$ cat config.mk
export PLATFORM = sky130hd
export DESIGN_NAME = npc_unit
export DESIGN_NICKNAME = d
export VERILOG_FILES = /design/src/rtl/npc_pkg.sv /design/src/rtl/npc_targets.sv /design/src/rtl/npc_select.sv /design/src/rtl/npc_pc_reg.sv /design/src/rtl/npc_unit.sv
export SDC_FILE = /design/constraint.sdc
export NUM_CORES = 1
export LEC_CHECK = 0
export ABC_CLOCK_PERIOD_IN_PS = 5100
export BUFFER_PORTS_ARGS = -buffer_cell sky130_fd_sc_hd__clkbuf_2
export CAP_MARGIN = 20
export CORE_MARGIN = 2
export CORE_UTILIZATION = 50
export CTS_CLUSTER_SIZE = 8
export DETAILED_ROUTE_END_ITERATION = 10
export MAX_ROUTING_LAYER = met4
export PLACE_DENSITY = 0.81
export SYNTH_ARGS = -nofsm -noshare
export SYNTH_HDL_FRONTEND = slang
export SYNTH_SLANG_ARGS = --single-unit
$ cat constraint.sdc
create_clock -name clk -period 5.1 [get_ports clk]
set_input_delay 1.275 -clock clk [delete_from_list [all_inputs] [get_ports clk]]
set_output_delay 1.275 -clock clk [all_outputs]
set_load 0.005 [all_outputs]
$ cat src/rtl/npc_pkg.sv
package npc_pkg;
  localparam int ADDR_W   = 32;
  localparam int IMM_W    = 16;
  localparam int TGT_W    = 26;
  localparam int REGION_W = ADDR_W - TGT_W - 2;
  localparam int ALIGN_W  = 2;
  localparam int NSRC     = 4;
  localparam logic [ADDR_W-1:0] STEP = ADDR_W'(4);

  typedef enum logic [2:0] {
    XC_SEQ           = 3'd0,
    XC_BRANCH        = 3'd1,
    XC_JUMP          = 3'd2,
    XC_JUMP_LINK     = 3'd3,
    XC_REG_JUMP      = 3'd4,
    XC_REG_JUMP_LINK = 3'd5
  } xfer_class_e;

  // index of each candidate inside the one-hot source vector
  localparam int SRC_SEQ = 0;
  localparam int SRC_BR  = 1;
  localparam int SRC_PD  = 2;
  localparam int SRC_REG = 3;

  typedef logic [ADDR_W-1:0] addr_t;

  function automatic addr_t f_successor(input addr_t cur);
    return cur + STEP;
  endfunction

  function automatic addr_t f_branch(input addr_t succ, input logic [IMM_W-1:0] imm);
    addr_t off;
    off = {{(ADDR_W-IMM_W-ALIGN_W){imm[IMM_W-1]}}, imm, {ALIGN_W{1'b0}}};
    return succ + off;
  endfunction

  function automatic addr_t f_pseudo(input addr_t succ, input logic [TGT_W-1:0] tgt);
    return {succ[ADDR_W-1 -: REGION_W], tgt, {ALIGN_W{1'b0}}};
  endfunction

  function automatic addr_t f_word_align(input addr_t a);
    return {a[ADDR_W-1:ALIGN_W], {ALIGN_W{1'b0}}};
  endfunction
endpackage

$ cat src/rtl/npc_targets.sv
module npc_targets
  import npc_pkg::*;
(
  input  addr_t                 cur_pc,
  input  logic [IMM_W-1:0]      imm_field,
  input  logic [TGT_W-1:0]      tgt_field,
  input  addr_t                 rs_val,
  output addr_t                 seq_addr,
  output addr_t                 br_addr,
  output addr_t                 pd_addr,
  output addr_t                 reg_addr,
  output logic                  reg_low_bits
);
  assign seq_addr     = f_successor(cur_pc);
  assign br_addr      = f_branch(seq_addr, imm_field);
  assign pd_addr      = f_pseudo(seq_addr, tgt_field);
  assign reg_addr     = f_word_align(rs_val);
  assign reg_low_bits = |rs_val[ALIGN_W-1:0];
endmodule

$ cat src/rtl/npc_select.sv
module npc_select
  import npc_pkg::*;
(
  input  logic [2:0]            cls_code,
  input  logic                  cond,
  input  addr_t [NSRC-1:0]      cand,
  output logic [NSRC-1:0]       sel,
  output addr_t                 next_pc,
  output logic                  is_link,
  output logic                  is_reg
);
  xfer_class_e cls;
  assign cls = xfer_class_e'(cls_code);

  always_comb begin
    sel     = '0;
    is_link = 1'b0;
    is_reg  = 1'b0;
    unique case (cls)
      XC_BRANCH:        sel[cond ? SRC_BR : SRC_SEQ] = 1'b1;
      XC_JUMP:          sel[SRC_PD] = 1'b1;
      XC_JUMP_LINK:     begin sel[SRC_PD] = 1'b1; is_link = 1'b1; end
      XC_REG_JUMP:      begin sel[SRC_REG] = 1'b1; is_reg = 1'b1; end
      XC_REG_JUMP_LINK: begin sel[SRC_REG] = 1'b1; is_reg = 1'b1; is_link = 1'b1; end
      default:          sel[SRC_SEQ] = 1'b1;
    endcase
  end

  // AND-OR mux over the one-hot select
  addr_t [NSRC-1:0] masked;
  genvar gi;
  generate
    for (gi = 0; gi < NSRC; gi++) begin : g_mask
      assign masked[gi] = cand[gi] & {ADDR_W{sel[gi]}};
    end
  endgenerate

  always_comb begin
    next_pc = '0;
    for (int k = 0; k < NSRC; k++) next_pc = next_pc | masked[k];
  end
endmodule

$ cat src/rtl/npc_pc_reg.sv
module npc_pc_reg
  import npc_pkg::*;
#(
  parameter addr_t RESET_VEC = '0
) (
  input  logic  clk,
  input  logic  rst,
  input  addr_t nxt,
  output addr_t cur
);
  always_ff @(posedge clk) begin
    if (rst) cur <= RESET_VEC;
    else     cur <= nxt;
  end
endmodule

$ cat src/rtl/npc_unit.sv
module npc_unit
  import npc_pkg::*;
#(
  parameter logic [31:0] RESET_VEC = 32'h0000_0000
) (
  input  logic        clk,
  input  logic        rst,
  input  logic [31:0] instr,
  input  logic [2:0]  xfer_class,
  input  logic        br_taken,
  input  logic [31:0] rs_value,
  output logic [31:0] pc,
  output logic [31:0] link_value,
  output logic        link_valid,
  output logic        rs_misaligned
);
  addr_t            seq_addr, br_addr, pd_addr, reg_addr, next_pc;
  addr_t [NSRC-1:0] cand;
  logic  [NSRC-1:0] sel;
  logic             is_link, is_reg, reg_low_bits;
  logic             unused_opcode;

  assign unused_opcode = ^instr[ADDR_W-1:TGT_W];

  npc_targets u_targets (
    .cur_pc       (pc),
    .imm_field    (instr[IMM_W-1:0]),
    .tgt_field    (instr[TGT_W-1:0]),
    .rs_val       (rs_value),
    .seq_addr     (seq_addr),
    .br_addr      (br_addr),
    .pd_addr      (pd_addr),
    .reg_addr     (reg_addr),
    .reg_low_bits (reg_low_bits)
  );

  assign cand[SRC_SEQ] = seq_addr;
  assign cand[SRC_BR]  = br_addr;
  assign cand[SRC_PD]  = pd_addr;
  assign cand[SRC_REG] = reg_addr;

  npc_select u_select (
    .cls_code (xfer_class),
    .cond     (br_taken),
    .cand     (cand),
    .sel      (sel),
    .next_pc  (next_pc),
    .is_link  (is_link),
    .is_reg   (is_reg)
  );

  npc_pc_reg #(.RESET_VEC(RESET_VEC)) u_pc (
    .clk (clk),
    .rst (rst),
    .nxt (next_pc),
    .cur (pc)
  );

  assign link_value    = seq_addr;
  assign link_valid    = is_link;
  assign rs_misaligned = is_reg & reg_low_bits;

  // ---------------- assertions ----------------
  a_r1_reset_vector: assert property (@(posedge clk) rst |=> pc == RESET_VEC);

  a_r2_single_source: assert property (@(posedge clk) disable iff (rst) $onehot(sel));

  a_r2_sequential: assert property (@(posedge clk) disable iff (rst)
    (xfer_class == 3'd0 || xfer_class >= 3'd6) |=> pc == $past(pc) + 32'd4);

  a_r3_branch_taken: assert property (@(posedge clk) disable iff (rst)
    (xfer_class == 3'd1 && br_taken) |=>
      pc == $past(pc) + 32'd4 + {{14{$past(instr[15])}}, $past(instr[15:0]), 2'b00});

  a_r4_branch_fall: assert property (@(posedge clk) disable iff (rst)
    (xfer_class == 3'd1 && !br_taken) |=> pc == $past(pc) + 32'd4);

  a_r5_pseudo_low: assert property (@(posedge clk) disable iff (rst)
    (xfer_class == 3'd2 || xfer_class == 3'd3) |=>
      pc[27:0] == {$past(instr[25:0]), 2'b00});

  a_r6_reg_target: assert property (@(posedge clk) disable iff (rst)
    (xfer_class == 3'd4 || xfer_class == 3'd5) |=> pc[31:2] == $past(rs_value[31:2]));

  a_r7_link_offset: assert property (@(posedge clk) disable iff (rst)
    link_valid |-> (link_value - pc) == 32'd4);

  a_r8_misalign_cleaned: assert property (@(posedge clk) disable iff (rst)
    rs_misaligned |=> pc[1:0] == 2'b00);
endmodule

==> results of run 1 <==
## stage by stage
stage                     setup slack, ps  instance area, µm²  instances  total power [µW]  utilization (%)
after floorplan                      1490                3620        467               564                -
final                                 917                4420        679               952             61.9
after CTS                             950                4420        679               953             61.9
after global placement               1060                4310        671               682             60.3
after global routing                  644                4420        679              1010             61.9
after detailed placement              956                4310        671               693             60.3
## Yosys cell counts, types with 5 or more instances
master and count:
nand2_1 50, a21oi_1 49, ha_1 34, xnor2_1 33, dfxtp_1 32, nor2_1 30
clkbuf_1 22, a222oi_1 20, nand3_1 16, xor2_1 14, a21o_1 11, inv_1 11
and3_1 10, nand4_1 9, nor3_1 9, o21ai_1 9, o21a_1 7, a31oi_1 6
o211ai_1 6, a221oi_1 5, o21ai_0 5
## cell type report
class / instances / area [µm²]
clock buffer: 5 / 68.8
clock inverter: 3 / 42.5
fill: 683 / 2720
inverter: 12 / 45.0
multi-input combinational: 396 / 2830
sequential: 32 / 641
tap: 99 / 124
timing repair buffer: 132 / 668
## cells by family after synthesis
| logic type | Yosys count | synth area share, % |
|---|---|---|
| AOI/OAI and AO/OA | 158 | 32.5 |
| xor gates and xnor gates | 47 | 11.4 |
| adders and majority gates | 35 | 12.3 |
| buffers and inverters | 39 | 4.46 |
| DFF | 32 | 17.7 |
| muxes | 4 | 1.11 |
| and+or+nand+nor | 152 | 20.6 |
## critical path, delay by kind of cell, from the launching register on
family / cells / cell delay, ps
compound gates: 4 / 760
simple gates: 8 / 1920
fa+ha+maj: 1 / 390
flops: 1 / 420
xor+xnor: 2 / 530
## where the power goes
part | switching [µW] | leakage [µW] | total (µW) | internal [µW]
Clock | 114 | 0.0000541 | 259 | 145
Combinational | 228 | 0.00175 | 404 | 176
Sequential | 21.2 | 0.000264 | 289 | 268
Total | 364 | 0.00207 | 952 | 589
## worst min-delay path by stage
stage,startpoint,slack (ps),to,depth (start not counted)
4_1_cts,u_pc.cur[1],500,u_pc.cur[1],1
2_1_floorplan,u_pc.cur[0],490,u_pc.cur[0],1
6_report,u_pc.cur[1],500,u_pc.cur[1],1
5_1_grt,u_pc.cur[0],530,u_pc.cur[0],1
3_3_place_gp,u_pc.cur[1],480,u_pc.cur[1],1
3_5_place_dp,u_pc.cur[1],490,u_pc.cur[1],1
## layer usage
layer / global-route usage (%) / vias up / part of all wire [%] / wire [µm]
met2: 48.7 / 207 / 49 / 5670
met4: 10.0 / 0 / 1.9 / 221
met5: - / - / 0 / 0
li1: - / 2006 / - / -
met3: 3.23 / 29 / 7.8 / 909
met1: 36.1 / 1906 / 42 / 4850
==> impl_metrics.json, run 1 <==
{
  "leakage_uw": 0.00207,
  "grt_pass1_vias": 3765,
  "slowest_delay_ps": 640,
  "drc": 0,
  "postCtsHoldBufs": 0,
  "finalSetupTns_ps": 0,
  "routed-via-count": 4148,
  "yosysTopAreaCell": "dfxtp_1",
  "hold_ws_ps": 498,
  "vias_per_cell": 6.11,
  "grt_pass1_wl_um": 17700,
  "clock_path_buffers": 2,
  "grt_max_degree": 39,
  "synth-edff-count": 0,
  "drive_above_1_share_pct": 27.1,
  "finalCriticalPeriod_ps": 4180,
  "die_x_um": 89.1,
  "drtIter0Drc": 266,
  "path_max_fanout": 8,
  "critPathArrivalTime_ps": 4330,
  "track_usage_pct": 29.0,
  "worstMarginPinSlew_ps": 897,
  "netlist.area_leader.share_pct": 17.7,
  "status": "finished clean",
  "wl_per_cell_um": 17.2,
  "rr_worst_depth": 15,
  "io_pins": 136,
  "final_common_cell": "clkbuf_2",
  "grt-ovfl-total": 0,
  "cp_common_cell": "nand3_1",
  "crit_required_ps": 5250,
  "num_antenna_cells": 0,
  "critPathLaunch": "u_pc.cur[4]",
  "fin_nets": 684,
  "path_cells": "nand3_1 > nor2_1 > nand3_1 > nor3b_1 > nand2_1 > xnor2_1 > ha_1 > nor2b_1 > o21ai_1 > nand3b_1 > and3_1 > a2111o_1 > xor2_1 > a22oi_1 > o22ai_1",
  "worstSkewPairLatency_ps": 290,
  "maxCapViolations": 0,
  "slew_headroom_pct": 40.2,
  "layout_common_cells": "129 x clkbuf_2, 50 x nand2_1, 49 x a21oi_1",
  "ys_ff_latch": 32,
  "wirelength_um": 11600,
  "grt_antenna_before_repair": 0,
  "slew_violations": 0,
  "place_hpwl_um": 8990,
  "ys.flop_type": "dfxtp_1",
  "ant_nets": 0,
  "start_util_pct": 50.7,
  "largest_reg_flops": 32,
  "htree_levels": 2,
  "hp-class": "reg2reg",
  "critPathCapture": "u_pc.cur[31]",
  "routabilityCongestion": 0.991,
  "finalHoldViolCount": 0,
  "synthesis.area_mm2": 0.00362,
  "num_rows": 31,
  "ys_warn_count": 0,
  "syn_avg_cell_area_um2": 7.75,
  "clock-sinks": 32,
  "post_cts_buffers": 0,
  "synth.area.top_cells": "dfxtp_1 18%, ha_1 12%, xnor2_1 8.0%",
  "setup_viol": 0,
  "dieArea_mm2": 0.00794,
  "firstDrtPassIters": 8,
  "max_freq_ghz": 0.239,
  "ys_seq_area_share_pct": 17.7,
  "top_regs": "u_pc.cur (32)",
  "rr_endpoint": "u_pc.cur[31]",
  "core-area_mm2": 0.00714,
  "rsz0062_at_grt": "no",
  "start_kind": "register",
  "syn_nets": 572,
  "synthArstFlopShare_pct": 0,
  "clk_pin_slew_ps": 80,
  "post_cts_resized": 0,
  "crit_type": "reg2reg",
  "power_density_mw_per_mm2": 216,
  "largest-register": "u_pc.cur",
  "cts_buffers": 5,
  "cp-end-kind": "register",
  "yosysUniqueCellTypes": 68,
  "root_buffer": "clkbuf_8",
  "regToRegSetupSlack_ps": 920,
  "finClkSkew_ps": 6.01,
  "io_buffers": 129,
  "die_y_um": 89.1,
  "crit_path_top_delay_cell": "nor3b_1",
  "area_growth_pct": 22.0,
  "synth_cells": 467,
  "r2r_start": "u_pc.cur[4]",
  "vdd_drop_max_mv": 0.156,
  "cts_tree": "done",
  "fin_crit_sh_pct": 82.0
}
No activity file was read; power rests on OpenSTA's default activity.
==> run 2, diff against run 1 <==
- ABC_AREA: unset -> 1
- ABC_CLOCK_PERIOD_IN_PS: 5100 -> 3650
- CORE_UTILIZATION: 50 -> 49
- PLACE_DENSITY: 0.81 -> 0.79
- clock period: 5.1 -> 3.65 ns (I/O delays scaled with it)
==> impl_metrics.json, run 2 <==
{
  "postCtsHoldBufs": 0,
  "seq_area_um2": 641,
  "die_y_um": 101,
  "grt_max_degree": 31,
  "crit_path_top_delay_cell": "dfxtp_1",
  "drtIter0Drc": 397,
  "slowest_delay_ps": 450,
  "power_density_mw_per_mm2": 251,
  "power_frac_seq_pct": 30.7,
  "switching_power_uw": 589,
  "vias_per_cell": 5.37,
  "slew_headroom_pct": 50.5,
  "synth-edff-count": 0,
  "p_clk_share_pct": 21.1,
  "synth_commonest_cells": "263 x nand2_1, 122 x inv_1, 66 x nor2_1",
  "power_frac_comb_pct": 48.2,
  "cp_common_cell": "nand2_1",
  "crit_required_ps": 3790,
  "firstDrtPassIters": 5,
  "grt_pass1_wl_um": 24900,
  "hp-class": "reg2reg",
  "clock_path_buffers": 2,
  "status": "finished clean",
  "multi_input_area_mm2": 0.00340,
  "ys_warn_count": 0,
  "grt_pass1_vias": 5045,
  "wl_per_cell_um": 15.1,
  "critPathArrivalTime_ps": 3440,
  "slew_violations": 0,
  "ys.flop_type": "dfxtp_1",
  "setup_viol": 0,
  "netlist.area_leader.share_pct": 21.4,
  "largest-register": "u_pc.cur",
  "root_buffer": "clkbuf_8",
  "path_cells": "ha_1 > nand2_1 > nor2_4 > nand2_4 > nor3b_2 > nand2_1 > and2_1 > ha_1 > nand2_1 > nor2_1 > inv_1 > nor2_1 > nand4_1 > nand3_1 > nand2_1 > nand3_1 > a21oi_1",
  "synth_cells": 802,
  "finClkSkew_ps": 11.5,
  "max_freq_ghz": 0.303,
  "syn_nets": 907,
  "clock-sinks": 32,
  "swShare_pct": 43.0,
  "syn_avg_cell_area_um2": 5.76,
  "hold_ws_ps": 461,
  "dp.cells": 1035,
  "critPathLaunch": "u_pc.cur[2]",
  "ys_seq_area_share_pct": 13.9,
  "yosysMostFrequentCell": "nand2_1",
  "finalHoldViolCount": 0,
  "vdd_drop_max_mv": 0.118,
  "io_pins": 136,
  "synth.area.top_cells": "nand2_1 21%, dfxtp_1 14%, inv_1 9.9%",
  "htree_levels": 2,
  "crit_type": "reg2reg",
  "final_common_cell": "nand2_1",
  "routed-via-count": 5602,
  "yosysUniqueCellTypes": 50,
  "num_rows": 35,
  "top_regs": "u_pc.cur (32)",
  "grt_antenna_before_repair": 0,
  "maxCapViolations": 0,
  "fin_crit_sh_pct": 90.4,
  "intPower_uw": 779,
  "ys_ff_latch": 32,
  "rsz0062_at_grt": "no",
  "track_usage_pct": 31.9,
  "cts_tree": "done",
  "fin_nets": 1036,
  "area_growth_pct": 17.9,
  "layout_common_cells": "263 x nand2_1, 129 x clkbuf_2, 122 x inv_1",
  "num_antenna_cells": 0,
  "start_kind": "register",
  "core-area_mm2": 0.00920,
  "post_cts_buffers": 0,
  "r2r_start": "u_pc.cur[2]",
  "worstSkewPairLatency_ps": 290,
  "dieArea_mm2": 0.0102,
  "routabilityCongestion": 1.00,
  "worstHoldStart": "u_pc.cur[0]",
  "synthesis.area_mm2": 0.00462,
  "drc": 0,
  "worstMarginPinSlew_ps": 742,
  "finalSetupTns_ps": 0,
  "place_hpwl_um": 13100,
  "drive_above_1_share_pct": 20.6,
  "cp-end-kind": "register",
  "io_buffers": 129,
  "die_x_um": 101,
  "grt-ovfl-total": 0,
  "path_max_fanout": 5,
  "start_util_pct": 50.3,
  "cts_buffers": 5,
  "clk_pin_slew_ps": 70,
  "wirelength_um": 15800,
  "synthArstFlopShare_pct": 0,
  "ant_nets": 0,
  "largest_reg_flops": 32,
  "leakage_uw": 0.00299,
  "finalCriticalPeriod_ps": 3300,
  "n_fill_cell": 959,
  "fin_cells": 1043,
  "yosysTopAreaCell": "nand2_1"
}
## run 2: area by class of cell
cell class,instances,area share (%)
clock buffer,8,1.65
multi-input combinational,629,62.4
tap,111,2.55
timing repair buffer,137,13.0
inverter,126,8.68
sequential,32,11.8
## run 2: through the flow
stage	worst slack [ps]	power, µW	cell area (µm²)	util [%]
after floorplan	950	842	4620	-
after global placement	463	1060	5350	58.2
after detailed placement	434	1070	5350	58.2
after CTS	405	1360	5440	59.2
after global routing	72.6	1470	5450	59.2
final	349	1370	5450	59.2
## run 2: repair_timing
action	in CTS	in global routing
endpoints found under the setup margin	0	2
hold endpoints to repair	0	0
gates resized for setup	0	1
## run 2: final timing paths
check                               endpoint  slack, ps  depth (start not counted)
worst max register to register  u_pc.cur[21]        350                         17
worst max-delay path            u_pc.cur[21]        350                         17
worst min-delay path             u_pc.cur[0]        460                          2
worst min register to register   u_pc.cur[0]        460                          2
## run 2: power groups by stage
| stage | sequential [µW] | combinational, µW | clock [µW] |
|---|---|---|---|
| after floorplan | 420 | 422 | 0 |
| after global placement | 427 | 634 | 0 |
| after detailed placement | 427 | 643 | 0 |
| after CTS | 419 | 646 | 290 |
| after global routing | 424 | 739 | 308 |
| final | 420 | 659 | 289 |
## run 2: cells by family (layout without fill, tap and decap cells)
kind of cell             count (synthesis)  count (layout)  share of synthesized area [%]
AND/OR/NAND/NOR                        461             461                           44.8
buffers and inverters                  141             271                           12.8
adder cells (fa/ha/maj)                 35              35                           9.64
XOR/XNOR                                18              18                           3.57
flip-flops                              32              32                           13.9
AO/OA/AOI/OAI                          115             115                           15.4
## run 2: worst max-delay path: cells and delay by family, from the launching register on
kind            cells  cell delay [ps]
fa+ha+maj           2              710
simple gates       13             1840
buf+inv             1               90
flops               1              450
compound gates      1               80
## run 2: per-layer routing
layer	up-vias	track usage, %	share of wire, %
li1	2837	-	-
met2	229	51.2	46
met3	28	2.64	7.7
met5	-	-	0
met4	0	10.1	2.7
met1	2508	42.4	44
==> run 3, diff against run 2 <==
- BUFFER_PORTS_ARGS: -buffer_cell sky130_fd_sc_hd__clkbuf_2 -> -buffer_cell sky130_fd_sc_hd__buf_2
==> impl_metrics.json, run 3 (synthesis gave the netlist of run 2 again) <==
{
  "grt-ovfl-total": 0,
  "worstSkewPairLatency_ps": 290,
  "core-area_mm2": 0.00920,
  "finalHoldViolCount": 0,
  "die_x_um": 101,
  "largest_reg_flops": 32,
  "crit_required_ps": 3790,
  "use_met3_pct": 2.64,
  "met1_usage_pct": 42.5,
  "start_util_pct": 50.3,
  "post_cts_buffers": 0,
  "swShare_pct": 42.8,
  "final_core_utilization_pct": 59.2,
  "area_growth_pct": 17.8,
  "power_frac_seq_pct": 30.8,
  "routabilityCongestion": 0.982,
  "fin_nets": 1036,
  "multi_input_area_mm2": 0.00339,
  "drc": 0,
  "cp-end-kind": "register",
  "clk_pin_slew_ps": 70,
  "clock-sinks": 32,
  "ant_nets": 0,
  "slowest_delay_ps": 440,
  "fin_crit_sh_pct": 90.7,
  "slew_headroom_pct": 53.3,
  "finalSetupTns_ps": 0,
  "finClkSkew_ps": 4.24,
  "max_freq_ghz": 0.302,
  "n_fill_cell": 963,
  "status": "finished clean",
  "power_frac_comb_pct": 48.1,
  "grt_max_degree": 31,
  "num_rows": 35,
  "crit_family": "simple AND/OR/NAND/NOR gates",
  "vdd_drop_max_mv": 0.134,
  "firstDrtPassIters": 6,
  "grt_pass1_wl_um": 24800,
  "worstMarginPinSlew_ps": 700,
  "dieArea_mm2": 0.0102,
  "worstHoldStart": "u_pc.cur[0]",
  "hold_ws_ps": 454,
  "grt_antenna_before_repair": 0,
  "wl_per_cell_um": 15.0,
  "htree_levels": 2,
  "cts_buffers": 5,
  "crit_path_top_delay_cell": "dfxtp_1",
  "slew_violations": 0,
  "final_common_cell": "nand2_1",
  "num_antenna_cells": 0,
  "maxCapViolations": 0,
  "track_usage_pct": 31.8,
  "largest-register": "u_pc.cur",
  "critPathArrivalTime_ps": 3450,
  "drtIter0Drc": 451,
  "power_density_mw_per_mm2": 251,
  "wirelength_um": 15700,
  "crit_type": "reg2reg",
  "regToRegSetupSlack_ps": 340,
  "cp_common_cell": "nand2_1",
  "cts_tree": "done",
  "drive_above_1_share_pct": 20.5,
  "hp-class": "reg2reg",
  "rsz0062_at_grt": "no",
  "setup_viol": 0,
  "path_cells": "ha_1 > nand2_1 > nor2_4 > nand2_4 > nor3b_2 > nand2_1 > and2_1 > ha_1 > nand2_1 > nor2_1 > inv_1 > nor2_1 > nand4_1 > nand3_1 > nand2_1 > nand3_1 > a21oi_1",
  "hold_path_depth": 2,
  "rr_worst_depth": 17,
  "root_buffer": "clkbuf_8",
  "io_buffers": 129,
  "grt.met2_usage_pct": 51.8,
  "switching_power_uw": 584,
  "r2r_start": "u_pc.cur[2]",
  "die_y_um": 101,
  "place_hpwl_um": 13000,
  "clock_path_buffers": 2,
  "start_kind": "register",
  "gr-max-usage-layer": "met2",
  "finalCriticalPeriod_ps": 3310,
  "rr_endpoint": "u_pc.cur[21]",
  "grt_pass1_vias": 5130,
  "vias_per_cell": 5.42,
  "postCtsHoldBufs": 0,
  "p_clk_share_pct": 21.1,
  "routed-via-count": 5648,
  "post_cts_resized": 0,
  "leakage_uw": 0.00301,
  "io_pins": 136,
  "hold_end": "u_pc.cur[0]",
  "seq_area_um2": 641,
  "top_regs": "u_pc.cur (32)",
  "layout_common_cells": "263 x nand2_1, 129 x buf_2, 122 x inv_1",
  "worst-path-buf-inv": 1,
  "path_max_fanout": 5,
  "intPower_uw": 780
}
run 3: cell types whose count changed in the layout (fill, tap and decap cells not counted), sizes merged:
cell,previous run,this run
buf,8,137
clkbuf,137,8
run 3: power by group through the flow:
stage,logic (µW),clock network (µW),registers [µW]
2_1_floorplan,422,0,420
3_3_place_gp,632,0,426
3_5_place_dp,640,0,426
4_1_cts,643,287,418
5_1_grt,737,299,423
6_report,656,288,419
run 3: layer usage:
metal,wire [µm],vias up,part of all wire (%)
li1,-,2835,-
met1,6730,2510,43
met2,7050,270,45
met3,1460,33,9.3
met4,445,0,2.8
met5,0,-,0
run 3: cell type report:
cell class | count | share of cell area (%)
repair buffers | 137 | 13.0
well taps | 111 | 2.55
multi-input cells | 629 | 62.4
inverters | 126 | 8.69
clock buffers | 8 | 1.66
flip-flops and latches | 32 | 11.8
run 3: worst max-delay path by stage:
stage | startpoint | endpoint | cells past startpoint
after floorplan | u_pc.cur[2] | u_pc.cur[19] | 15
after global placement | u_pc.cur[2] | u_pc.cur[21] | 17
after detailed placement | u_pc.cur[2] | u_pc.cur[21] | 17
after CTS | u_pc.cur[2] | u_pc.cur[21] | 17
after global routing | u_pc.cur[2] | u_pc.cur[25] | 17
final | u_pc.cur[2] | u_pc.cur[21] | 17
run 3: worst reg2reg max path, cell delays in order (launching register included):
cell	delay, ps
dfxtp_1	440
ha_1	310
nand2_1	120
nor2_4	170
nand2_4	110
nor3b_2	220
nand2_1	80
and2_1	180
ha_1	390
nand2_1	150
nor2_1	210
inv_1	90
nor2_1	160
nand4_1	160
nand3_1	120
nand2_1	50
nand3_1	110
a21oi_1	80
run 3: stage by stage:
stage,std cells,instance area [µm²],total power (µW),setup WS [ps]
floorplan,802,4620,842,950
global placement,1035,5350,1060,466
detailed placement,1035,5350,1070,432
CTS,1043,5440,1350,405
global route,1043,5440,1460,112
finish,1043,5440,1360,340
